===== src/rtl/rgn_bound_pkg.sv =====
package rgn_bound_pkg;
  typedef enum logic [1:0] {
    RGN_OFF   = 2'b00,
    RGN_TOR   = 2'b01,
    RGN_WORD  = 2'b10,
    RGN_POW2  = 2'b11
  } rgn_mode_e;
endpackage


===== src/rtl/trail_ones_enc.sv =====
// Priority encoder: index of the lowest zero bit (W when none), plus a
// mask covering every bit at or below that index.
module trail_ones_enc #(
  parameter int W  = 32,
  localparam int CW = $clog2(W + 1)
) (
  input  logic [W-1:0]  vec_i,
  output logic [CW-1:0] cnt_o,
  output logic [W-1:0]  mask_o
);
  always_comb begin
    cnt_o = CW'(W);
    for (int i = W - 1; i >= 0; i--) begin
      if (!vec_i[i]) cnt_o = CW'(i);
    end
  end

  for (genvar g = 0; g < W; g++) begin : g_mask
    assign mask_o[g] = (CW'(g) <= cnt_o);
  end
endmodule


===== src/rtl/pow2_span.sv =====
// Aligned power-of-two range from a trailing-ones size code.
module pow2_span #(
  parameter int XLEN = 32,
  localparam int BW = XLEN + 2,
  localparam int CW = $clog2(XLEN + 1)
) (
  input  logic [XLEN-1:0] addr_i,
  output logic [BW-1:0]   lo_o,
  output logic [BW-1:0]   hi_o
);
  logic [CW-1:0]   ones_cnt;
  logic [XLEN-1:0] low_mask;

  trail_ones_enc #(.W(XLEN)) u_enc (
    .vec_i  (addr_i),
    .cnt_o  (ones_cnt),
    .mask_o (low_mask)
  );

  // Bit t of addr is zero, so clearing through t equals clearing below t,
  // and base + size - 1 is base with every masked bit set.
  assign lo_o = {addr_i & ~low_mask, 2'b00};
  assign hi_o = {addr_i | low_mask, 2'b11};
endmodule


===== src/rtl/tor_span.sv =====
// Top-of-range bounds from this entry's and the lower entry's registers.
module tor_span #(
  parameter int XLEN = 32,
  localparam int BW = XLEN + 2
) (
  input  logic [XLEN-1:0] addr_i,
  input  logic [XLEN-1:0] prev_addr_i,
  input  logic            first_i,
  output logic [BW-1:0]   lo_o,
  output logic [BW-1:0]   hi_o,
  output logic            nonempty_o
);
  logic [XLEN-1:0] base;

  assign base       = first_i ? '0 : prev_addr_i;
  assign lo_o       = {base, 2'b00};
  assign hi_o       = {addr_i, 2'b00} - BW'(1);
  assign nonempty_o = (addr_i > base);
endmodule


===== src/rtl/rgn_bound_dec.sv =====
module rgn_bound_dec
  import rgn_bound_pkg::*;
#(
  parameter int XLEN = 32,
  localparam int BW = XLEN + 2
) (
  input  logic            clk,
  input  logic            rst,
  input  logic            upd_i,
  input  logic [1:0]      mode_i,
  input  logic [XLEN-1:0] addr_i,
  input  logic [XLEN-1:0] prev_addr_i,
  input  logic            first_i,
  output logic [BW-1:0]   lo_o,
  output logic [BW-1:0]   hi_o,
  output logic            valid_o
);
  rgn_mode_e mode;
  assign mode = rgn_mode_e'(mode_i);

  logic [BW-1:0] tor_lo, tor_hi, p2_lo, p2_hi;
  logic          tor_ok;

  tor_span #(.XLEN(XLEN)) u_tor (
    .addr_i      (addr_i),
    .prev_addr_i (prev_addr_i),
    .first_i     (first_i),
    .lo_o        (tor_lo),
    .hi_o        (tor_hi),
    .nonempty_o  (tor_ok)
  );

  pow2_span #(.XLEN(XLEN)) u_p2 (
    .addr_i (addr_i),
    .lo_o   (p2_lo),
    .hi_o   (p2_hi)
  );

  logic [BW-1:0] nx_lo, nx_hi;
  logic          nx_valid;

  always_comb begin
    nx_lo    = '0;
    nx_hi    = '0;
    nx_valid = 1'b0;
    unique case (mode)
      RGN_TOR: begin
        nx_lo    = tor_lo;
        nx_hi    = tor_hi;
        nx_valid = tor_ok;
      end
      RGN_WORD: begin
        nx_lo    = {addr_i, 2'b00};
        nx_hi    = {addr_i, 2'b11};
        nx_valid = 1'b1;
      end
      RGN_POW2: begin
        nx_lo    = p2_lo;
        nx_hi    = p2_hi;
        nx_valid = 1'b1;
      end
      default: begin
        nx_lo    = '0;
        nx_hi    = '0;
        nx_valid = 1'b0;
      end
    endcase
  end

  always_ff @(posedge clk) begin
    if (rst) begin
      lo_o    <= '0;
      hi_o    <= '0;
      valid_o <= 1'b0;
    end else if (upd_i) begin
      lo_o    <= nx_lo;
      hi_o    <= nx_hi;
      valid_o <= nx_valid;
    end
  end

  logic [BW-1:0] span;
  assign span = hi_o - lo_o;

  AST_HOLD_NO_UPD: assert property (@(posedge clk) disable iff (rst)
    !upd_i |=> ($stable(lo_o) && $stable(hi_o) && $stable(valid_o)));
  AST_OFF_NEVER_VALID: assert property (@(posedge clk) disable iff (rst)
    (upd_i && mode_i == 2'b00) |=> !valid_o);
  AST_TOR_START: assert property (@(posedge clk) disable iff (rst)
    (upd_i && mode_i == 2'b01 && !first_i) |=> lo_o == {$past(prev_addr_i), 2'b00});
  AST_TOR_FIRST_ZERO: assert property (@(posedge clk) disable iff (rst)
    (upd_i && mode_i == 2'b01 && first_i) |=> lo_o == '0);
  AST_WORD_SPAN: assert property (@(posedge clk) disable iff (rst)
    (upd_i && mode_i == 2'b10) |=> (valid_o && span == BW'(3)));
  AST_POW2_ALIGNED: assert property (@(posedge clk) disable iff (rst)
    (upd_i && mode_i == 2'b11) |=> (((span & (span + BW'(1))) == '0) && ((lo_o & span) == '0)));
  AST_POW2_MIN8: assert property (@(posedge clk) disable iff (rst)
    (upd_i && mode_i == 2'b11) |=> span >= BW'(7));
endmodule


===== config.mk =====
export PLATFORM = sky130hd
export DESIGN_NAME = rgn_bound_dec
export DESIGN_NICKNAME = d
export VERILOG_FILES = /design/src/rtl/rgn_bound_pkg.sv /design/src/rtl/trail_ones_enc.sv /design/src/rtl/pow2_span.sv /design/src/rtl/tor_span.sv /design/src/rtl/rgn_bound_dec.sv
export SDC_FILE = /design/constraint.sdc
export NUM_CORES = 1
export LEC_CHECK = 0
export BUFFER_PORTS_ARGS = -buffer_cell sky130_fd_sc_hd__buf_2
export CAP_MARGIN = 30
export CELL_PAD_IN_SITES_DETAIL_PLACEMENT = 1
export CELL_PAD_IN_SITES_GLOBAL_PLACEMENT = 1
export CORE_MARGIN = 4
export CORE_UTILIZATION = 39
export CTS_BUF_LIST = sky130_fd_sc_hd__clkbuf_8
export CTS_CLUSTER_SIZE = 16
export DETAILED_ROUTE_END_ITERATION = 8
export PLACE_DENSITY = 0.89
export SLEW_MARGIN = 20
export SYNTH_ARGS = -nofsm -noshare
export SYNTH_HDL_FRONTEND = slang
export SYNTH_SLANG_ARGS = --single-unit

===== constraint.sdc =====
create_clock -name clk -period 2.7 [get_ports clk]
set_input_delay 0.405 -clock clk [delete_from_list [all_inputs] [get_ports clk]]
set_output_delay 0.405 -clock clk [all_outputs]
set_load 0.02 [all_outputs]

# ---- Word level (Yosys, flattened, before mapping)
# Index checks and enable logic that the tools add are counted.
dict set report word_totals {
  register_bits 69
  elab_cells 80
}
dict set report classes {
  reduce_logical 1
  n_bitwise 3
  add_sub_neg 1
  eq_ne 3
  order_cmp 33
  n_mux 36
}
# op count
set op_table {}
lappend op_table {{case mux 34 bit (3 select lines)} 2}
lappend op_table {{two-way mux 6 bit} 32}
lappend op_table {{less-or-equal comparator 5 x 6 -> 1 bit, first input constant} 16}
lappend op_table {{less-or-equal comparator 4 x 6 -> 1 bit, first input constant} 8}
lappend op_table {{subtractor 34 x 1 -> 34 bit, second input constant} 1}
lappend op_table {{AND 32 bit} 1}
lappend op_table {{greater-than comparator 32 bit} 1}
lappend op_table {{two-way mux 32 bit} 1}
lappend op_table {{NOT 32 bit} 1}
lappend op_table {{bitwise OR 32 bit} 1}
lappend op_table {{less-or-equal comparator 3 x 6 -> 1 bit, first input constant} 4}
lappend op_table {{less-or-equal comparator 1 x 6 -> 1 bit, first input constant} 2}
lappend op_table {{less-or-equal comparator 2 x 6 -> 1 bit, first input constant} 2}
lappend op_table {{equality test 2 bit, second input constant} 2}
lappend op_table {{equality test 2 x 1 -> 1 bit, second input constant} 1}
lappend op_table {{case mux 1 bit (2 select lines)} 1}
lappend op_table {{OR reduction 2 bit} 1}

# ---- Depth between registers and ports, before layout
# Gate-level depths: netlist of the first run.
dict set report logic_depth {
  word_depth 36
  mapped_depth 12
  mapped_depth_nobuf 10
}

# ---- By module
# Synthesis of the first run repeated with hierarchy kept, for this count alone.
dict set report unflattened {
  hier_cells 926
  hier_area_um2 6680.2
}
# mod area_each_um2 cells_per_inst instances
set modules_own_cells {}
lappend modules_own_cells {rgn_bound_dec 3860.0 489 1}
lappend modules_own_cells {tor_span 1602.8 237 1}
lappend modules_own_cells {trail_ones_enc 737.0 130 1}
lappend modules_own_cells {pow2_span 480.5 70 1}

# ---- Worst setup path after synthesis of the first run
# Ideal clock, no wire load.
dict set report synth_timing {
  path_kind {in2reg}
  startpoint {input first_i}
  endpoint {register valid_o}
  required_ns 2.574
  setup_slack_ns 0.343
  path_stages 11
  t_arrival_ns 2.231
  cell_sequence {clkinv_1 clkbuf_1 buf_2 nand2_1 ha_1 and4_1 a21oi_1 nand2_1 a221o_1 o21ai_0 a31oi_1}
}
dict set report synth_between {
  elab_chain_cells 3
}
# item line_no
set synth_lines {}
lappend synth_lines {{start: declaration} rgn_bound_dec.sv:13} ;# input logic first_i,
lappend synth_lines {{two-way mux 32 bit} tor_span.sv:15} ;# assign base = first_i ? '0 : prev_addr_i;
lappend synth_lines {{greater-than comparator 32 bit} tor_span.sv:18} ;# assign nonempty_o = (addr_i > base);
lappend synth_lines {{case mux 1 bit (2 select lines)} rgn_bound_dec.sv:46} ;# unique case (mode)
lappend synth_lines {{end signal: assignment} rgn_bound_dec.sv:78} ;# valid_o <= nx_valid;
lappend synth_lines {{end: declaration} rgn_bound_dec.sv:16} ;# output logic valid_o
# No other way between the ends.
# A chain may end at the register's enable or synchronous reset.

# ---- Final worst setup path of the first run
dict set report layout_timing {
  startpoint {input addr_i[6]}
  endpoint {register hi_o[21]}
}
dict set report layout_between {
  elab_chain_cells 10
  word_cells_on_any_way 11
}
# item line_no
set layout_lines {}
lappend layout_lines {{start: declaration} rgn_bound_dec.sv:11} ;# input logic [XLEN-1:0] addr_i,
lappend layout_lines {{two-way mux 6 bit (7 in series)} trail_ones_enc.sv:14} ;# if (!vec_i[i]) cnt_o = CW'(i);
lappend layout_lines {{less-or-equal comparator 5 x 6 -> 1 bit} trail_ones_enc.sv:19} ;# assign mask_o[g] = (CW'(g) <= cnt_o);
lappend layout_lines {{bitwise OR 32 bit} pow2_span.sv:23} ;# assign hi_o = {addr_i | low_mask, 2'b11};
lappend layout_lines {{case mux 34 bit (3 select lines) *} rgn_bound_dec.sv:46}
lappend layout_lines {{end signal: assignment} rgn_bound_dec.sv:77} ;# hi_o <= nx_hi;
lappend layout_lines {{end: declaration} rgn_bound_dec.sv:15} ;# output logic [BW-1:0] hi_o,
# Mark *: on every way between the ends. The rest lies on a longest branch, timed or not.

==> impl_metrics.csv, run 1 <==
group,metric,value,unit
worst_setup_path,crit_required,2.93,ns
sta,rsz0062_at_grt,"false",
worst_setup_path,worstSetupEndpointType,"flip-flop",
layout,drive_above_1_share,28.91,%
detailed_routing,firstDrtPassIters,6,
global_route,grt_pass1_vias,6584,
worst_setup_path,worst-path-max-fanout,13,
floorplanning,start_util,39.88,%
clocking,cts_tree,"done",
synth,synth_area,5281,µm²
clocking,holdBufCountCts,0,
detailed_routing,via_count,6660,
layout,final_common_cell,"buf_2",
sta,setup_tns,0,ns
flow_run,max-cap-violations,0,
min_path,min_path_type,"in2reg",
detailed_routing,vias_per_cell,6.254,
clocking,post_cts_resized,0,
synth,synth_mux_area_share,0.1895,%
synth,synthSimpleGateAreaFrac,29.14,%
placed_design,io_buffer_count,136,
worst_setup_path,critical_path_buf_inv_count,1,
detailed_routing,antenna_left,0,
clocking,cts_made_buffers,9,
synth,ys_seq_area_share,25.02,%
worst_setup_path,crit_type,"in2reg",
detailed_routing,routedWlPerCell,23.33,µm
sta,relSlewSlack,60.63,%
synth,synth_warnings,0,
placed_design,gp_congestion,0.9699,
sta,fin_worst_skew,0,ns
synth,ys_ff_latch,66,
worst_setup_path,crit_family,"compound AO/OA/AOI/OAI gates",
synth,synth.avg_cell_area,7.407,µm²
power,power_frac_comb,30.0,%
power,power_frac_seq,38.9,%
power,total_power,2.754,mW
power,peakVddDrop,219.8,µV
clocking,path_clk_slew,0.08,ns
power,p_int,1.766,mW
synth,synth_cells,713,
clocking,cts.sinks,66,
global_route,grt_pass1_wl,38.34,mm
floorplanning,die_area,15470,µm²
clocking,cts_root_buffer,"clkbuf_8",
worst_setup_path,arrival,2.57,ns
floorplanning,io_pins,139,
floorplanning,die_w,124.4,µm
floorplanning,rows,42,
sta,drv_slew,0,
power,power.switching,0.9879,mW
layout,antenna_cells,0,
detailed_routing,wirelength,24.85,mm
sta,fmax,0.4278,GHz
clocking,insertion_delay,0.36,ns
worst_setup_path,cpPeakStageDelay,0.50,ns
global_route,grt_max_degree,37,
synth,synthAdderAreaFrac,7.818,%
detailed_routing,drc_errors,0,
clocking,cts_htree_levels,3,
synth,synth_top_family_by_area,"simple AND/OR/NAND/NOR gates",
sta,post-route-period-util,86.58,%
layout,final_cell_mix,"buf_2, nand2_1, buf_4",
synth,async_flop_share,0,%
global_route,antenna_found_initial,1,
floorplanning,die_h,124.4,µm
clocking,clk_path_buf_depth,2,
synth,synth.distinct_cells,82,
floorplanning,coreArea,13240,µm²
global_route,grt_overflow,0,
power,switching_share,35.87,%
power,pwr-share-clk,31.1,%
clocking,post_cts_buffers,0,
sta,hold_viol,0,
layout,fin_nets,988,
layout,post-route-util,50.73,%
sta,setup_viol,0,
synth,synth_edf_count,0,
placed_design,hpwl,19.40,mm
global_route,track_usage,31.02,%
synth,synth-compound-area-share,27.96,%
layout,syn_to_final_growth,27.20,%
worst_setup_path,crit_slowest_cell,"o311ai_0",
status,status,"complete, no violations",
sta,whs,0.3186,ns
sta,period_needed,2.338,ns
worst_setup_path,crit_path_cell_trace,"buf_2, and4_1, nand3_1, a211o_1, a32o_2, and3_1, o311ai_0, a31oi_1",
synth,synth_ff_type,"dfxtp_1",
power,power.density,410.0,nW/µm²
sta,max_slew.worst_pin.slew,0.5860,ns
detailed_routing,drtIter0Drc,759,
power,leakage,2.869,nW
synth,yosys.area_share.xor_xnor,3.317,%
worst_setup_path,worstSetupStartpointType,"input pin",
[state kept, by name (all words and copies together) (netlist names)]
register,count
valid_o,1
lo_o,32
hi_o,33
[worst register-to-register path, cell delays in order, from the launching register on]
cell      delay, ns
dfxtp_1        0.36
o21ai_0        0.37
nand2b_1       0.18
o31ai_1        0.07
[power groups by stage]
| stage | Combinational (mW) | Sequential [mW] | Clock (mW) |
|---|---|---|---|
| finish | 0.827 | 1.07 | 0.857 |
| global route | 0.886 | 1.08 | 0.910 |
| CTS | 0.810 | 1.07 | 0.860 |
| detailed placement | 0.804 | 1.09 | 0 |
| global placement | 0.784 | 1.09 | 0 |
| floorplan | 0.387 | 1.16 | 0 |
[worst paths after layout]
kind	startpoint	end	slack (ns)	cells after the start
worst max-delay path	addr_i[6]	hi_o[21]	0.36	8
worst min-delay path	prev_addr_i[29]	lo_o[31]	0.32	3
worst max register to register	hi_o[31]	hi_o[31]	1.61	3
worst min register to register	lo_o[13]	lo_o[13]	0.46	2
[logic make-up (layout without fill, tap and decap cells)]
logic type | after synthesis | count (layout)
buffers and inverters | 71 | 246
multiplexers | 1 | 1
AND/OR/NAND/NOR | 309 | 309
XOR/XNOR | 20 | 20
AO/OA/AOI/OAI | 212 | 212
adder cells (fa/ha/maj) | 33 | 33
other | 1 | 2
flip-flops | 66 | 66
[final cells by class]
type                    instances  area, µm²
clock buffers                  10      137.6
clock inverters                 5      47.55
fillers                      1764       6525
inverters                      13      48.80
multi-input cells             577       3621
flip-flops and latches         66       1321
well taps                     176      220.2
repair buffers                218       1321
[routing by layer]
layer  GRT usage, %  up-vias  wire length [µm]
li1               -     2985                 -
met1          43.19     3231             10900
met2          47.33      376             10850
met3          7.590       66              2421
met4          9.478        2               665
met5              0        -                13
[stage by stage]
stage | worst slack, ns | instance area (µm²) | instances
after floorplan | 0.3434 | 5285 | 714
after global placement | 0.08278 | 6533 | 1050
after detailed placement | 0.08791 | 6533 | 1050
after CTS | 0.4625 | 6718 | 1065
after global routing | 0.3008 | 6718 | 1065
final | 0.3622 | 6718 | 1065
[Yosys cell counts, types with 3 or more instances]
cell type / count / area (µm²)
nand2_1: 98 / 367.9
nor2_1: 76 / 285.3
dfxtp_1: 66 / 1321
o21ai_0: 52 / 260.3
ha_1: 33 / 412.9
a21oi_1: 31 / 155.2
clkbuf_1: 28 / 105.1
nand3_1: 26 / 130.1
nor3_1: 19 / 95.09
a211oi_1: 16 / 120.1
a31oi_1: 16 / 100.1
buf_2: 16 / 80.08
o211ai_1: 16 / 120.1
nand4_1: 14 / 87.58
nor2b_1: 14 / 87.58
inv_1: 12 / 45.04
a22oi_1: 11 / 82.58
xnor2_1: 11 / 96.34
a32oi_1: 9 / 78.83
xor2_1: 9 / 78.83
nand2b_1: 8 / 50.05
a311oi_1: 7 / 61.31
and3_1: 6 / 37.54
nor4_1: 6 / 37.54
o21a_1: 6 / 45.04
and4_1: 5 / 43.79
buf_6: 5 / 56.30
or3_1: 5 / 31.28
and2_1: 4 / 25.02
buf_4: 4 / 30.03
o31ai_1: 4 / 30.03
a21o_1: 3 / 22.52
a221o_1: 3 / 30.03
a22o_1: 3 / 26.28
clkbuf_2: 3 / 15.01
nand3b_1: 3 / 22.52
nor3b_1: 3 / 22.52
o2111ai_1: 3 / 26.28
o221ai_1: 3 / 26.28
o311ai_0: 3 / 26.28
or2_2: 3 / 18.77
(Power assumes the default switching activity.)
==> run 2, diff against run 1 <==
Settings changed: CORE_ASPECT_RATIO from default to 1.2.
==> impl_metrics.csv, run 2 (same netlist as run 1, synthesis figures left out) <==
group,metric,value,unit
status,status,"complete, no violations",
worst_setup_path,crit_required,2.99,ns
layout,syn_to_final_growth,28.07,%
floorplanning,start_util,39.90,%
flow_run,max-cap-violations,0,
global_route,grt_pass1_vias,6653,
power,power.density,441.5,nW/µm²
clocking,clk_path_buf_depth,2,
layout,fin_nets,988,
detailed_routing,vias_per_cell,6.221,
floorplanning,io_pins,139,
global_route,antenna_found_initial,0,
floorplanning,coreArea,13240,µm²
clocking,cts_root_buffer,"clkbuf_8",
min_path,min_path_type,"in2reg",
layout,regMostFlops,"hi_o",
clocking,cts_made_buffers,9,
sta,setup_viol,0,
sta,drv_slew,0,
sta,fin_worst_skew,0,ns
clocking,post_cts_buffers,0,
worst_setup_path,arrival,2.57,ns
power,power.switching,1.013,mW
floorplanning,die_h,135.5,µm
floorplanning,die_area,15480,µm²
clocking,post_cts_resized,0,
sta,setup_tns,0,ns
layout,final_common_cell,"buf_2",
layout,top_regs,"hi_o (33), lo_o (32), valid_o (1)",
min_path,holdPathStages,3,
clocking,cts_htree_levels,3,
global_route,track_usage,32.65,%
layout,antenna_cells,0,
detailed_routing,wirelength,25.31,mm
detailed_routing,firstDrtPassIters,5,
clocking,cts_tree,"done",
clocking,insertion_delay,0.37,ns
clocking,cts.sinks,66,
placed_design,gp_congestion,0.9851,
worst_setup_path,worstSetupStartpointType,"input pin",
layout,drive_above_1_share,29.33,%
power,total_power,2.986,mW
power,switching_share,33.93,%
placed_design,io_buffer_count,136,
sta,post-route-period-util,84.60,%
floorplanning,die_w,114.2,µm
detailed_routing,routedWlPerCell,23.92,µm
detailed_routing,drtIter0Drc,517,
placed_design,hpwl,20.03,mm
layout,final_cell_mix,"buf_2, nand2_1, buf_4",
detailed_routing,via_count,6582,
global_route,grt_overflow,0,
sta,max_slew.worst_pin.slew,0.5856,ns
floorplanning,rows,46,
sta,hold_viol,0,
power,p_int,1.973,mW
worst_setup_path,worstSetupEndpointType,"flip-flop",
sta,rsz0062_at_grt,"false",
detailed_routing,antenna_left,0,
sta,fmax,0.4378,GHz
worst_setup_path,ff2ff_path_depth,4,
power,leakage,2.879,nW
power,power_frac_seq,35.8,%
sta,relSlewSlack,60.96,%
layout,largest_register_ffs,33,
detailed_routing,drc_errors,0,
power,pwr-share-clk,36.2,%
clocking,holdBufCountCts,0,
power,power_frac_comb,28.0,%
worst_setup_path,worst-path-max-fanout,8,
sta,period_needed,2.284,ns
global_route,grt_max_degree,43,
global_route,grt_pass1_wl,38.64,mm
worst_setup_path,crit_type,"in2reg",
power,peakVddDrop,442.7,µV
clocking,path_clk_slew,0.08,ns
-- run 2: changes by cell type in the layout (fill, tap and decap cells not counted) --
cell / delta
buf_12: -1
buf_4: +1
bufinv_16: +2
clkinv_2: -2
clkinv_4: +1
clkinvlp_4: +2
inv_1: -2
nor2_1: -1
nor2_2: +1
-- run 2: critical path, stage by stage --
cell and delay [ns]:
buf_2 0.21, nand2_1 0.20, a2111oi_4 0.38, o21ba_2 0.31
and4bb_2 0.32, nor2_1 0.28, o2111ai_1 0.18, a311oi_1 0.28
-- run 2: final timing paths --
path | start | to | slack [ns]
worst max register to register | hi_o[29] | hi_o[29] | 1.64
worst min-delay path | prev_addr_i[29] | lo_o[31] | 0.31
worst max-delay path | addr_i[20] | lo_o[24] | 0.42
worst min register to register | lo_o[17] | lo_o[17] | 0.46
-- run 2: final cells by class --
class,count,area [µm²]
fill,1761,6474
multi-input combinational,577,3623
sequential,66,1321
timing repair buffer,218,1309
tap,168,210.2
clock buffer,10,137.6
clock inverter,6,113.9
inverter,13,48.80
-- run 2: layer usage --
layer	track usage, %	vias up	part of all wire [%]
met3	6.122	77	7.7
met1	43.79	3215	42
met5	0	-	0
met4	14.92	0	4.4
met2	50.68	314	46
li1	-	2976	-
-- run 2: power groups by stage --
stage	clock, mW	combinational [mW]	sequential (mW)
after CTS	1.10	0.820	1.07
after global placement	0	0.791	1.09
final	1.08	0.835	1.07
after floorplan	0	0.387	1.16
after detailed placement	0	0.813	1.09
after global routing	1.13	0.898	1.08
-- run 2: through the flow --
stage	worst slack [ns]	hold slack (ns)	area (µm²)	util (%)	std cells
6_report	0.4158	0.3144	6764	51.10	1058
5_1_grt	0.2467	0.3310	6764	51.10	1058
4_1_cts	0.4644	0.3006	6764	51.10	1058
3_5_place_dp	0.08064	0.4455	6513	49.20	1042
3_3_place_gp	0.1130	0.4359	6513	49.20	1042
2_1_floorplan	0.3434	0.5368	5285	-	714
